$ cat config.mk
export PLATFORM = sky130hd
export DESIGN_NAME = fb_fetch_unit
export DESIGN_NICKNAME = d
export VERILOG_FILES = /design/src/rtl/fb_pkg.sv /design/src/rtl/fb_word_former.sv /design/src/rtl/fb_branch_unit.sv /design/src/rtl/fb_fetch_unit.sv
export SDC_FILE = /design/constraint.sdc
export NUM_CORES = 1
export LEC_CHECK = 0
export BUFFER_PORTS_ARGS = -buffer_cell sky130_fd_sc_hd__buf_4
export CORE_MARGIN = 5
export CORE_UTILIZATION = 30
export CTS_BUF_LIST = sky130_fd_sc_hd__clkbuf_2 sky130_fd_sc_hd__clkbuf_4 sky130_fd_sc_hd__clkbuf_8
export CTS_CLUSTER_DIAMETER = 80
export DETAILED_ROUTE_END_ITERATION = 10
export SYNTH_ARGS = -nofsm -noshare
export SYNTH_HDL_FRONTEND = slang
export SYNTH_SLANG_ARGS = --single-unit
$ cat constraint.sdc
create_clock -name clk -period 5.4 [get_ports clk]
set_clock_uncertainty 0.15 [all_clocks]
set_input_delay 0.27 -clock clk [delete_from_list [all_inputs] [get_ports clk]]
set_output_delay 0.27 -clock clk [all_outputs]
set_load 0.02 [all_outputs]
$ cat src/rtl/fb_pkg.sv
package fb_pkg;

    localparam int OP_W = 5;

    typedef logic [OP_W-1:0] opcode_t;

    localparam opcode_t OPC_NOP  = 5'h00;
    localparam opcode_t OPC_JMP  = 5'h02;
    localparam opcode_t OPC_CALL = 5'h03;
    localparam opcode_t OPC_JCC  = 5'h04;
    localparam opcode_t OPC_JTZ  = 5'h05;

    typedef enum logic [1:0] {
        FS_IDLE,
        FS_FETCH,
        FS_EXEC
    } fs_state_t;

endpackage

$ cat src/rtl/fb_word_former.sv
// Builds the plain instruction word from the memory return in either fetch mode.
module fb_word_former #(
    parameter int              WORD_W   = 20,
    parameter int              BYTE_W   = 8,
    parameter logic [WORD_W-1:0] SCRAMBLE = 20'hAAAAA,
    localparam int             HI_W     = WORD_W - BYTE_W
) (
    input  logic              byte_mode,
    input  logic [HI_W-1:0]   p_hi,
    input  logic [WORD_W-1:0] rdata,
    output logic [WORD_W-1:0] word
);

    logic [WORD_W-1:0] wide_word;
    logic [WORD_W-1:0] narrow_word;

    assign wide_word   = rdata ^ SCRAMBLE;
    // Upper part is the bus address (descrambled that is P itself); low part is the ROM byte.
    assign narrow_word = {p_hi, rdata[BYTE_W-1:0] ^ SCRAMBLE[BYTE_W-1:0]};

    assign word = byte_mode ? narrow_word : wide_word;

endmodule

$ cat src/rtl/fb_branch_unit.sv
// Slot decode, condition evaluation and branch target formation.
module fb_branch_unit
    import fb_pkg::*;
#(
    parameter int  WORD_W = 20,
    parameter int  NSLOT  = 4,
    parameter int  TGT_W  = 10,
    localparam int IDX_W  = $clog2(NSLOT)
) (
    input  logic                    [WORD_W-1:0] ir,
    input  logic                    [IDX_W-1:0]  slot,
    input  logic             [WORD_W-TGT_W-1:0]  p_hi,
    input  logic                                 carry_in,
    input  logic                                 tos_zero,
    output opcode_t                              op,
    output logic                                 taken,
    output logic                                 is_call,
    output logic                    [WORD_W-1:0] p_branch
);

    opcode_t fields [NSLOT];

    for (genvar g = 0; g < NSLOT; g++) begin : g_slot
        assign fields[g] = ir[WORD_W-1-g*OP_W -: OP_W];
    end

    assign op = fields[slot];

    always_comb begin
        unique case (op)
            OPC_JMP, OPC_CALL: taken = 1'b1;
            OPC_JCC:           taken = !carry_in;
            OPC_JTZ:           taken = tos_zero;
            default:           taken = 1'b0;
        endcase
    end

    assign is_call  = (op == OPC_CALL);
    assign p_branch = {p_hi, ~ir[TGT_W-1:0]};

endmodule

$ cat src/rtl/fb_fetch_unit.sv
// Program counter, instruction register and slot sequencer.
module fb_fetch_unit
    import fb_pkg::*;
#(
    parameter int                WORD_W   = 20,
    parameter int                NSLOT    = 4,
    parameter int                TGT_W    = 10,
    parameter int                BYTE_W   = 8,
    parameter logic [WORD_W-1:0] SCRAMBLE = 20'hAAAAA,
    localparam int               IDX_W    = $clog2(NSLOT)
) (
    input  logic              clk,
    input  logic              rst_n,
    input  logic              boot_byte_mode,
    output logic [WORD_W-1:0] mem_addr,
    output logic              mem_rd,
    input  logic              mem_ready,
    input  logic [WORD_W-1:0] mem_rdata,
    input  logic              carry_in,
    input  logic              tos_zero,
    output logic              op_valid,
    output logic [IDX_W-1:0]  op_slot,
    output logic [OP_W-1:0]   op_code,
    output logic              br_taken,
    output logic              ret_push,
    output logic [WORD_W-1:0] ret_addr
);

    localparam logic [IDX_W-1:0] LAST_SLOT = IDX_W'(NSLOT - 1);

    fs_state_t         state_q, state_d;
    logic [WORD_W-1:0] p_q;
    logic [WORD_W-1:0] ir_q;
    logic [IDX_W-1:0]  slot_q;
    logic              byte_mode_q;

    logic [WORD_W-1:0] fetched_word;
    opcode_t           dec_op;
    logic              dec_taken;
    logic              dec_call;
    logic [WORD_W-1:0] p_target;
    logic              redirect;

    fb_word_former #(
        .WORD_W  (WORD_W),
        .BYTE_W  (BYTE_W),
        .SCRAMBLE(SCRAMBLE)
    ) u_former (
        .byte_mode(byte_mode_q),
        .p_hi     (p_q[WORD_W-1:BYTE_W]),
        .rdata    (mem_rdata),
        .word     (fetched_word)
    );

    fb_branch_unit #(
        .WORD_W(WORD_W),
        .NSLOT (NSLOT),
        .TGT_W (TGT_W)
    ) u_branch (
        .ir      (ir_q),
        .slot    (slot_q),
        .p_hi    (p_q[WORD_W-1:TGT_W]),
        .carry_in(carry_in),
        .tos_zero(tos_zero),
        .op      (dec_op),
        .taken   (dec_taken),
        .is_call (dec_call),
        .p_branch(p_target)
    );

    assign redirect = (state_q == FS_EXEC) && dec_taken;

    // Transitions: IDLE->FETCH always; FETCH->EXEC on ready; EXEC->FETCH on redirect or last slot.
    always_comb begin
        state_d = state_q;
        unique case (state_q)
            FS_IDLE:  state_d = FS_FETCH;
            FS_FETCH: if (mem_ready) state_d = FS_EXEC;
            FS_EXEC:  if (dec_taken || slot_q == LAST_SLOT) state_d = FS_FETCH;
            default:  state_d = FS_IDLE;
        endcase
    end

    always_ff @(posedge clk) begin
        if (!rst_n) begin
            state_q     <= FS_IDLE;
            p_q         <= '0;
            ir_q        <= '0;
            slot_q      <= '0;
            byte_mode_q <= boot_byte_mode;
        end else begin
            state_q <= state_d;
            unique case (state_q)
                FS_FETCH: begin
                    if (mem_ready) begin
                        ir_q   <= fetched_word;
                        p_q    <= p_q + WORD_W'(1);
                        slot_q <= '0;
                    end
                end
                FS_EXEC: begin
                    if (dec_taken) p_q    <= p_target;
                    else           slot_q <= slot_q + IDX_W'(1);
                end
                default: ;
            endcase
        end
    end

    always_comb begin
        mem_rd   = (state_q == FS_FETCH);
        mem_addr = p_q ^ SCRAMBLE;
        op_valid = (state_q == FS_EXEC);
        op_slot  = slot_q;
        op_code  = dec_op;
        br_taken = redirect;
        ret_push = redirect && dec_call;
        ret_addr = p_q;
    end

endmodule

==> out/qor.csv, run 1 <==
stage,metric,value,unit
synth,Synth warnings,0,
cts,CTS tree,built,
worst_hold_path,Hold Path Origin,mem_rdata[6],
pwr,PwrDens,253.1,nW/um^2
synth,ys async rst share,0,
cts,hold buffers post-CTS,5,
run,Max Cap Violations,0,
sta,Final min period,2.846,ns
synth,"flops & latches, synth",45,
cts,clock latency on the worst-skew pair,0.31,ns
critical_path,CP max FO,10,
status,status,"finished, final reports clean",
worst_hold_path,Hold Path Class,primary input to flip-flop,
pwr,Leak,0.001225,uW
critical_path,r2r endpoint,ret_addr[7]$_SDFFE_PN0P_,
final_layout,Finished Core Util,0.3950,
critical_path,critical path class,flip-flop to output pin,
global_route,initial antenna violation count,0,
synth,Post-Synthesis Cell Area,2455,sq um
critical_path,WP data required,4.98,ns
global_route,met1 Use GR,0.1902,
detailed_routing,via count,2324,
sta,Fmax,0.3514,GHz
synth,Post-Syn Area per Cell,8.378,sq um
detailed_routing,drt initial violations,125,
final_layout,Layout Cells excl Fill,460,
critical_path,Worst Path Buf+Inv,1,
critical_path,"delay-heaviest family, CP",multiplexers,
cts,H-tree Lvls,2,
critical_path,R2R setup slack,2.84,ns
cts,Max Root-Sink Buffers,2,
final_layout,Synth-to-Final Area Change,30.22,%
sta,final critical-path setup slack,2.554,ns
critical_path,crit path cell chain,mux4_1 -> nand2b_1 -> o21ai_4 -> and2_4 -> buf_4,
critical_path,CP Data Arrival Time,2.43,ns
global_route,"Remaining Overflow, GRT",0,
sta,TNS Setup,0,ns
final_layout,layout cells sized above 1,0.2676,
cts,post_cts resized,0,
global_route,vias in the first global route,2226,
critical_path,Critical R2R Launch,op_slot[0]$_SDFFE_PN0P_,
worst_hold_path,"Endpoint, Worst Hold",ir_q[6]$_SDFFE_PN0P_,
floorplan,std cell rows,33,
sta,final hold violations,0,
detailed_routing,WL/cell,15.73,um
final_layout,# diodes,0,
sta,slew margin rel.,0.5686,
cts,TritonCTS Buffers,5,
place,GP Congestion,0.8105,
synth,Post-Synthesis Cells,293,
critical_path,crit path capture type,output pin,
place,# port buffers,76,
sta,RSZ-0062 raised after global routing,no,
floorplan,height of the die,100.5,um
sta,Min Hold Slack,0.05181,ns
critical_path,Startpoint Class,flip-flop,
cts,Sink Count,45,
synth,syn nets,321,
global_route,first-pass GRT wire length,11640,um
place,post-place setup slack,2.850,ns
detailed_routing,DRC,0,
detailed_routing,First-pass DRT Iterations,4,
floorplan,Die ar.,10090,sq um
sta,worst slew pin tran,0.6472,ns
synth,Synth Flop Type,dfxtp_1,
place,placed instance count,447,
sta,"Slew Viols, Final",0,
floorplan,num ports,77,
global_route,GR Layer Usage met3,0.03322,
floorplan,Initial Utilization,0.3033,
detailed_routing,post-DR vias/cell,5.052,
global_route,global routing usage on met2,0.2365,
cts,"Reg clk slew, reported paths",0.09,ns
floorplan,Die Width,100.5,um
global_route,GRT Util Overall,0.1442,
sta,Setup Viol. Count Final,0,
worst_hold_path,Hold Path Stages,3,
pwr,Peak VDD IR,0.1050,mV
global_route,GRT busiest layer,met2,
synth,register area share after synthesis,0.3710,
final_layout,Layout fillers,862,
place,Detailed Place HPWL,5466,um
synth,post-synth cell types,48,
detailed_routing,Routed Antenna Nets,0,
cts,Post-CTS Setup Inserts,0,
critical_path,Crit-path slowest cell,mux4_1,
global_route,largest net degree at the start of global routing,41,
critical_path,CP max stage delay,0.68,ns
critical_path,Worst Reg-to-Reg Cells,5,
synth,number of synthesized flops with an enable pin,1,
final_layout,Nets,382,
cts,Root Buffer,clkbuf_8,
sta,fin crit share,0.5270,
floorplan,area of the core,8093,sq um
detailed_routing,DRT Wirelength,7237,um
layout by cell type, fill, tap and decap left out, types with 2 or more instances in the layout:
cell	synthesis	final
nand4_1	7	7
or3_1	4	4
nand3_1	5	5
o21a_1	2	2
mux2i_1	6	6
bufinv_16	0	2
o21ai_0	14	14
mux4_1	4	4
nand2b_1	3	3
dlygate4sd3_1	0	5
a21oi_1	24	24
inv_1	15	15
a211oi_1	17	17
nor4_1	4	4
buf_4	10	78
a31oi_1	2	2
o311ai_0	3	3
dfxtp_1	44	44
ha_1	2	2
xnor2_1	9	9
mux4_2	2	2
o31ai_1	3	3
nand2_1	35	35
and2_1	2	2
nor3_1	6	6
nor2_1	31	31
clkbuf_8	0	5
cells in the mapped netlist (2+ instances only):
master	count	area, sq um
nor2_1	31	116.4
nor4_1	4	25.02
a31oi_1	2	12.51
ha_1	2	25.02
nand2_1	35	131.4
o21ai_0	14	70.07
buf_4	10	75.07
or3_1	4	25.02
nand4_1	7	43.79
mux4_1	4	105.1
a21oi_1	24	120.1
nand3_1	5	25.02
mux4_2	2	45.04
o31ai_1	3	22.52
dfxtp_1	44	880.8
inv_1	15	56.30
nand2b_1	3	18.77
o311ai_0	3	26.28
mux2i_1	6	60.06
o21a_1	2	15.01
a211oi_1	17	127.6
xnor2_1	9	78.83
buf_6	2	22.52
and2_1	2	12.51
nor3_1	6	30.03
clkbuf_1	15	56.30
worst max path at each step:
| stage | cells past startpoint | slack, ns | to | start |
|---|---|---|---|---|
| floorplan | 7 | 2.84 | ret_addr[6]$_SDFFE_PN0P_ | op_slot[0]$_SDFFE_PN0P_ |
| global placement | 5 | 2.97 | ret_addr[8]$_SDFFE_PN0P_ | op_slot[0]$_SDFFE_PN0P_ |
| detailed placement | 5 | 2.85 | ret_addr[7]$_SDFFE_PN0P_ | op_slot[0]$_SDFFE_PN0P_ |
| CTS | 5 | 2.56 | br_taken | op_slot[0]$_SDFFE_PN0P_ |
| global route | 5 | 2.42 | br_taken | op_slot[0]$_SDFFE_PN0P_ |
| finish | 5 | 2.55 | br_taken | op_slot[0]$_SDFFE_PN0P_ |
metal layers:
layer / vias up / share of wire
met5: - / 0
met4: 0 / 0.013
met3: 7 / 0.075
met2: 78 / 0.46
met1: 1086 / 0.45
li1: 1153 / -
state kept, by name, indices dropped and copies added, names as in the netlist:
signal / cells
ret_addr: 20
op_slot: 2
state_q: 2
ir_q: 20
byte_mode_q: 1
where the power goes:
part           internal (uW)  switching, uW
combinational           59.0           70.0
clock                    186            123
sequential               348           22.8
total                    594            215
cell families (layout without fill, tap and decap cells):
logic type      after synthesis  count (layout)  share of synthesized area
simple gates                107             107                     0.2085
compound gates               72              72                     0.1906
flops                        45              45                     0.3710
buf+inv                      44             106                    0.08919
mux                          13              13                    0.09480
xor+xnor                     10              10                    0.03568
fa+ha+maj                     2               2                    0.01019
metrics by stage:
| step | instance area, sq um | power [uW] |
|---|---|---|
| global route | 3197 | 845.7 |
| global placement | 3009 | 504.3 |
| floorplan | 2455 | 455.1 |
| CTS | 3197 | 818.1 |
| detailed placement | 3009 | 505.8 |
| finish | 3197 | 809.1 |
cell type report:
class                      instances  area [sq um]  share of cell area
clock buffer                       5         68.82             0.02153
clock inverter                     3         68.82             0.02153
inverter                          15         56.30             0.01761
multi-input combinational        204          1325              0.4145
sequential                        45         910.9              0.2849
tap                              105         131.4             0.04110
timing repair buffer              83         635.6              0.1988
tightest hold or removal path: stages:
cell and delay (ns):
buf_4 0.11, nand2_1 0.04, a21oi_1 0.05
(Power assumes the default switching activity.)
==> run 2, diff against run 1 <==
- clock period: 5.4 -> 2.6 ns (I/O delays scaled with it)
==> out/qor.csv, run 2 (same netlist as run 1, synthesis figures left out) <==
stage,metric,value,unit,change
status,status,"finished, final reports clean",,
cts,clock latency on the worst-skew pair,0.30,ns,about the same
cts,TritonCTS Buffers,5,,unchanged
sta,Fmax,0.4044,GHz,
final_layout,Nets,403,,+5.5%
final_layout,Synth-to-Final Area Change,35.73,%,
final_layout,cell area after layout,3332,sq um,+4.2%
critical_path,Setup crit end,br_taken,,
sta,Setup Viol. Count Final,0,,unchanged
global_route,"Remaining Overflow, GRT",0,,unchanged
critical_path,CP max stage delay,0.63,ns,-0.05 ns
critical_path,critical path class,flip-flop to output pin,,
sta,Final min period,2.473,ns,
critical_path,Worst Reg-to-Reg Cells,5,,unchanged
run,Max Cap Violations,0,,unchanged
critical_path,WP data required,2.32,ns,-2.66 ns
critical_path,CP max FO,8,,-2
critical_path,Worst Path Buf+Inv,1,,unchanged
detailed_routing,WL/cell,15.33,um,-2.6%
detailed_routing,metal3 WL,509,um,-5.9%
detailed_routing,DRT Wirelength,7374,um,+1.9%
detailed_routing,DRC,0,,unchanged
sta,slew margin rel.,0.5836,,+0.01504
cts,"Reg clk slew, reported paths",0.08,ns,about the same
cts,Root Buffer,clkbuf_8,,
global_route,initial antenna violation count,0,,unchanged
worst_hold_path,Hold Path Class,primary input to flip-flop,,
global_route,GRT Util Overall,0.1466,,+0.002423
floorplan,area of the core,8093,sq um,unchanged
global_route,first-pass GRT wire length,11780,um,+1.2%
place,GP Congestion,0.7904,,-2.5%
place,post-place instance area,3084,sq um,+2.5%
place,Detailed Place HPWL,5735,um,+4.9%
detailed_routing,First-pass DRT Iterations,4,,unchanged
pwr,Leak,0.001300,uW,+6.2%
sta,final hold violations,0,,unchanged
floorplan,Initial Utilization,0.3033,,unchanged
critical_path,R2R setup slack,0.16,ns,-2.68 ns
detailed_routing,met2 routed WL,3397,um,+1.6%
final_layout,"most common cell after layout, fill and taps aside",buf_4,,
sta,"Slew Viols, Final",0,,unchanged
pwr,PwrDens,452.0,nW/um^2,+79%
critical_path,Startpoint Class,flip-flop,,
cts,H-tree Lvls,2,,unchanged
floorplan,height of the die,100.5,um,unchanged
critical_path,Critical R2R Launch,op_slot[0]$_SDFFE_PN0P_,,
cts,Post-CTS Setup Inserts,0,,unchanged
critical_path,r2r endpoint,ret_addr[8]$_SDFFE_PN0P_,,
global_route,largest net degree at the start of global routing,25,,-39%
detailed_routing,drt initial violations,113,,-9.6%
critical_path,crit path capture type,output pin,,
sta,TNS Setup,0,ns,unchanged
final_layout,most frequent cells in the layout,"88 x buf_4, 43 x dfxtp_1, 35 x nand2_1",,
global_route,vias in the first global route,2371,,+6.5%
critical_path,Crit-path slowest cell,mux4_1,,
final_layout,layout cells sized above 1,0.2819,,+0.01431
sta,worst slew pin tran,0.6239,ns,-0.02324 ns
detailed_routing,top layer in use,met4,,
detailed_routing,Routed Antenna Nets,0,,unchanged
cts,CTS tree,built,,
place,# port buffers,76,,unchanged
place,post-place setup slack,0.1245,ns,-2.725 ns
sta,final critical-path setup slack,0.1275,ns,-2.426 ns
floorplan,Die ar.,10090,sq um,unchanged
floorplan,Die Width,100.5,um,unchanged
pwr,Peak VDD IR,0.1929,mV,+84%
cts,Max Root-Sink Buffers,2,,unchanged
critical_path,crit path cell chain,mux4_1 -> nand2b_1 -> o21ai_4 -> and2_4 -> buf_4,,
critical_path,CP Data Arrival Time,2.19,ns,-0.24 ns
critical_path,Worst path depth,5,,unchanged
cts,Sink Count,45,,unchanged
floorplan,num ports,77,,unchanged
critical_path,"delay-heaviest family, CP",multiplexers,,
detailed_routing,post-DR vias/cell,5.062,,+0.20%
sta,fin crit share,0.9510,,
final_layout,# diodes,0,,unchanged
detailed_routing,met1 WL,3364,um,+3.2%
critical_path,Worst Setup SP,op_slot[0]$_SDFFE_PN0P_,,
detailed_routing,via count,2435,,+4.8%
floorplan,std cell rows,33,,unchanged
sta,RSZ-0062 raised after global routing,no,,
run 2: how the worst min path moves through the flow:
stage	slack, ns	to	startpoint	depth (start not counted)
3_5_place_dp	0.16	byte_mode_q$_DFFE_PN_	boot_byte_mode	1
5_1_grt	0.02	ir_q[17]$_SDFFE_PN0P_	mem_rdata[17]	4
3_3_place_gp	0.16	byte_mode_q$_DFFE_PN_	boot_byte_mode	1
6_report	0.002	ir_q[17]$_SDFFE_PN0P_	mem_rdata[17]	4
2_1_floorplan	0.08	ir_q[1]$_SDFFE_PN0P_	mem_rdata[1]	1
4_1_cts	0.002	ir_q[17]$_SDFFE_PN0P_	mem_rdata[17]	4
run 2: per-stage QoR:
step,power [uW],utilization,hold WS (ns),instances
floorplan,945.1,-,0.07563,293
global placement,1056,0.3811,0.1599,457
detailed placement,1061,0.3811,0.1595,457
CTS,1517,0.4116,0.002118,481
global route,1574,0.4117,0.02370,481
finish,1506,0.4117,0.002180,481
run 2: timing repair:
action                                  in CTS  in global routing
endpoints found under the setup margin       0                  4
resized for setup                            0                  1
hold endpoints to repair                    18                  0
hold buffers                                16                  0
run 2: area by class of cell:
type	instances	area [sq um]
Tap cell	105	131.4
Sequential cell	45	912.1
Inverter	15	56.30
Clock buffer	6	76.32
Clock inverter	2	10.01
Fill cell	826	4761
Timing Repair Buffer	104	820.8
Multi-Input combinational cell	204	1325
run 2: layer usage:
layer / GRT usage / vias up
met4: 0.03834 / 0
met2: 0.2385 / 93
met5: 0 / -
met1: 0.1957 / 1134
met3: 0.03460 / 9
li1: - / 1199
run 2: worst min-delay path: cells and delay by family:
kind,cells,cell delay (ns)
AO/OA/AOI/OAI,2,0.12
buffers and inverters,1,0.07
AND/OR/NAND/NOR,1,0.07
run 2: power by group:
part           switching [uW]  internal, uW
Combinational             152           142
Clock                     245           197
Sequential               45.3           724
Total                     442          1060
==> run 3, diff against run 2 <==
- CORE_MARGIN: 5 -> 1.5
- MAX_ROUTING_LAYER: unset -> met4
==> out/qor.csv, run 3 (same netlist as run 1, synthesis figures left out) <==
stage,metric,value,unit,change
final_layout,Finished Core Util,0.4247,,+0.01296
critical_path,WP data required,2.32,ns,about the same
worst_hold_path,Hold Path Origin,mem_rdata[17],,
global_route,initial antenna violation count,0,,unchanged
detailed_routing,Routed Antenna Nets,0,,unchanged
worst_hold_path,"Endpoint, Worst Hold",ir_q[17]$_SDFFE_PN0P_,,
global_route,first-pass GRT wire length,11340,um,-3.7%
detailed_routing,met2 routed WL,3243,um,-4.5%
floorplan,Die ar.,8735,sq um,-13%
pwr,Clk pwr share,0.286,,-0.008
pwr,Leak,0.001292,uW,-0.63%
critical_path,CP max FO,8,,unchanged
detailed_routing,drt initial violations,135,,+19%
detailed_routing,post-DR vias/cell,5.044,,-0.36%
sta,final hold violations,0,,unchanged
critical_path,Worst Path Buf+Inv,1,,unchanged
critical_path,R2R setup slack,0.24,ns,+0.08 ns
cts,"Reg clk slew, reported paths",0.08,ns,about the same
sta,TNS Setup,0,ns,unchanged
critical_path,"delay-heaviest family, CP",multiplexers,,
cts,Sink Count,45,,unchanged
critical_path,crit path capture type,output pin,,
critical_path,CP max stage delay,0.62,ns,about the same
cts,Root Buffer,clkbuf_8,,
detailed_routing,DRT Wirelength,7126,um,-3.4%
critical_path,r2r endpoint,ret_addr[8]$_SDFFE_PN0P_,,
place,# port buffers,76,,unchanged
final_layout,"most common cell after layout, fill and taps aside",buf_4,,
detailed_routing,via count,2401,,-1.4%
pwr,Sw Pwr,428.1,uW,-3.2%
pwr,Cell Int Power,1059,uW,-0.47%
place,Detailed Place HPWL,5443,um,-5.1%
critical_path,Critical R2R Launch,op_slot[0]$_SDFFE_PN0P_,,
worst_hold_path,Hold Path Stages,4,,unchanged
sta,Min Hold Slack,0.01845,ns,+0.01627 ns
floorplan,Initial Utilization,0.3144,,+0.01108
place,placed instance count,453,,-0.88%
pwr,Sequential Power Share,0.517,,+0.006
sta,Setup Viol. Count Final,0,,unchanged
sta,slew margin rel.,0.5402,,-0.04344
cts,clock latency on the worst-skew pair,0.29,ns,about the same
critical_path,critical path class,flip-flop to output pin,,
detailed_routing,WL/cell,14.97,um,-2.3%
pwr,switching share of power,0.2880,,-0.005777
global_route,vias in the first global route,2248,,-5.2%
floorplan,Die Width,93.46,um,-7.0%
cts,TritonCTS Buffers,5,,unchanged
sta,fin crit share,0.9415,,-0.009512
global_route,GRT Util Overall,0.1712,,+0.02454
worst_hold_path,Hold Path Class,primary input to flip-flop,,
sta,"Slew Viols, Final",0,,unchanged
final_layout,Synth-to-Final Area Change,35.07,%,
critical_path,Startpoint Class,flip-flop,,
detailed_routing,First-pass DRT Iterations,4,,unchanged
floorplan,area of the core,7807,sq um,-3.5%
floorplan,std cell rows,32,,-3.0%
final_layout,Layout Cells excl Fill,476,,-1.0%
final_layout,layout cells sized above 1,0.2781,,-0.003840
floorplan,height of the die,93.46,um,-7.0%
place,GP Congestion,0.8513,,+7.7%
sta,RSZ-0062 raised after global routing,no,,
critical_path,Crit-path slowest cell,mux4_1,,
cts,Max Root-Sink Buffers,2,,unchanged
global_route,largest net degree at the start of global routing,25,,unchanged
final_layout,most frequent cells in the layout,"87 x buf_4, 43 x dfxtp_1, 35 x nand2_1",,
sta,Final min period,2.448,ns,-0.02473 ns
detailed_routing,metal3 WL,426,um,-16%
sta,final critical-path setup slack,0.1522,ns,+0.02473 ns
pwr,Peak VDD IR,0.1951,mV,+1.1%
floorplan,num ports,77,,unchanged
critical_path,crit path cell chain,mux4_1 -> nand2b_1 -> o21ai_4 -> and2_4 -> buf_4,,
run,Max Cap Violations,0,,unchanged
final_layout,Nets,402,,-0.25%
place,post-place setup slack,0.1443,ns,+0.01978 ns
final_layout,# diodes,0,,unchanged
sta,Fmax,0.4085,GHz,+1.0%
sta,worst slew pin tran,0.6890,ns,+0.06509 ns
critical_path,Worst Reg-to-Reg Cells,5,,unchanged
detailed_routing,DRC,0,,unchanged
critical_path,CP Data Arrival Time,2.17,ns,-0.02 ns
pwr,PwrDens,448.4,nW/um^2,-0.79%
cts,H-tree Lvls,2,,unchanged
global_route,"Remaining Overflow, GRT",0,,unchanged
detailed_routing,top layer in use,met4,,
pwr,Logic pwr share,0.197,,+0.002
detailed_routing,met1 WL,3321,um,-1.3%
status,status,"finished, final reports clean",,
cts,CTS tree,built,,
## run 3: per-stage QoR
step | cell area [sq um] | power, uW
6_report | 3316 | 1487
5_1_grt | 3316 | 1559
4_1_cts | 3314 | 1502
3_5_place_dp | 3073 | 1060
3_3_place_gp | 3073 | 1055
2_1_floorplan | 2455 | 945.1
## run 3: final cells by class
cell class,instances,area (sq um)
clock buffers,6,76.32
multi-input cells,204,1325
inverters,15,56.30
flip-flops and latches,45,912.1
clock inverters,1,5.005
repair buffers,103,813.3
well taps,102,127.6
fillers,789,4492
## run 3: power by group through the flow
stage          Combinational (uW)  Clock, uW  Sequential (uW)
6_report                      292        425              769
5_1_grt                       322        462              775
3_5_place_dp                  274          0              786
4_1_cts                       294        438              770
2_1_floorplan                 173          0              772
3_3_place_gp                  271          0              784
## run 3: how the worst max path moves through the flow
stage / start / end / slack (ns) / cells past startpoint
final: op_slot[0]$_SDFFE_PN0P_ / br_taken / 0.15 / 5
after global routing: op_slot[0]$_SDFFE_PN0P_ / br_taken / 0.04 / 5
after CTS: op_slot[0]$_SDFFE_PN0P_ / br_taken / 0.04 / 5
after detailed placement: op_slot[0]$_SDFFE_PN0P_ / ret_addr[8]$_SDFFE_PN0P_ / 0.14 / 5
after global placement: op_slot[0]$_SDFFE_PN0P_ / ret_addr[8]$_SDFFE_PN0P_ / 0.25 / 5
after floorplan: op_slot[0]$_SDFFE_PN0P_ / ret_addr[6]$_SDFFE_PN0P_ / 0.04 / 7
## run 3: layer usage
metal,GRT usage,vias to the layer above
met5,-,-
met4,0.05808,0
met3,0.02602,10
met2,0.2657,89
met1,0.2271,1112
li1,-,1190
## run 3: worst min-delay path, stage by stage
cell	delay [ns]
buf_4	0.07
o21ai_0	0.07
nand2_1	0.08
a21oi_1	0.06
## run 3: what timing repair did
| action | CTS | global route |
|---|---|---|
| buffers inserted | 0 | 0 |
| hold endpoints to repair | 18 | 0 |
| hold buffers | 16 | 0 |
| resized for setup | 0 | 1 |
| setup endpoints to repair | 0 | 3 |
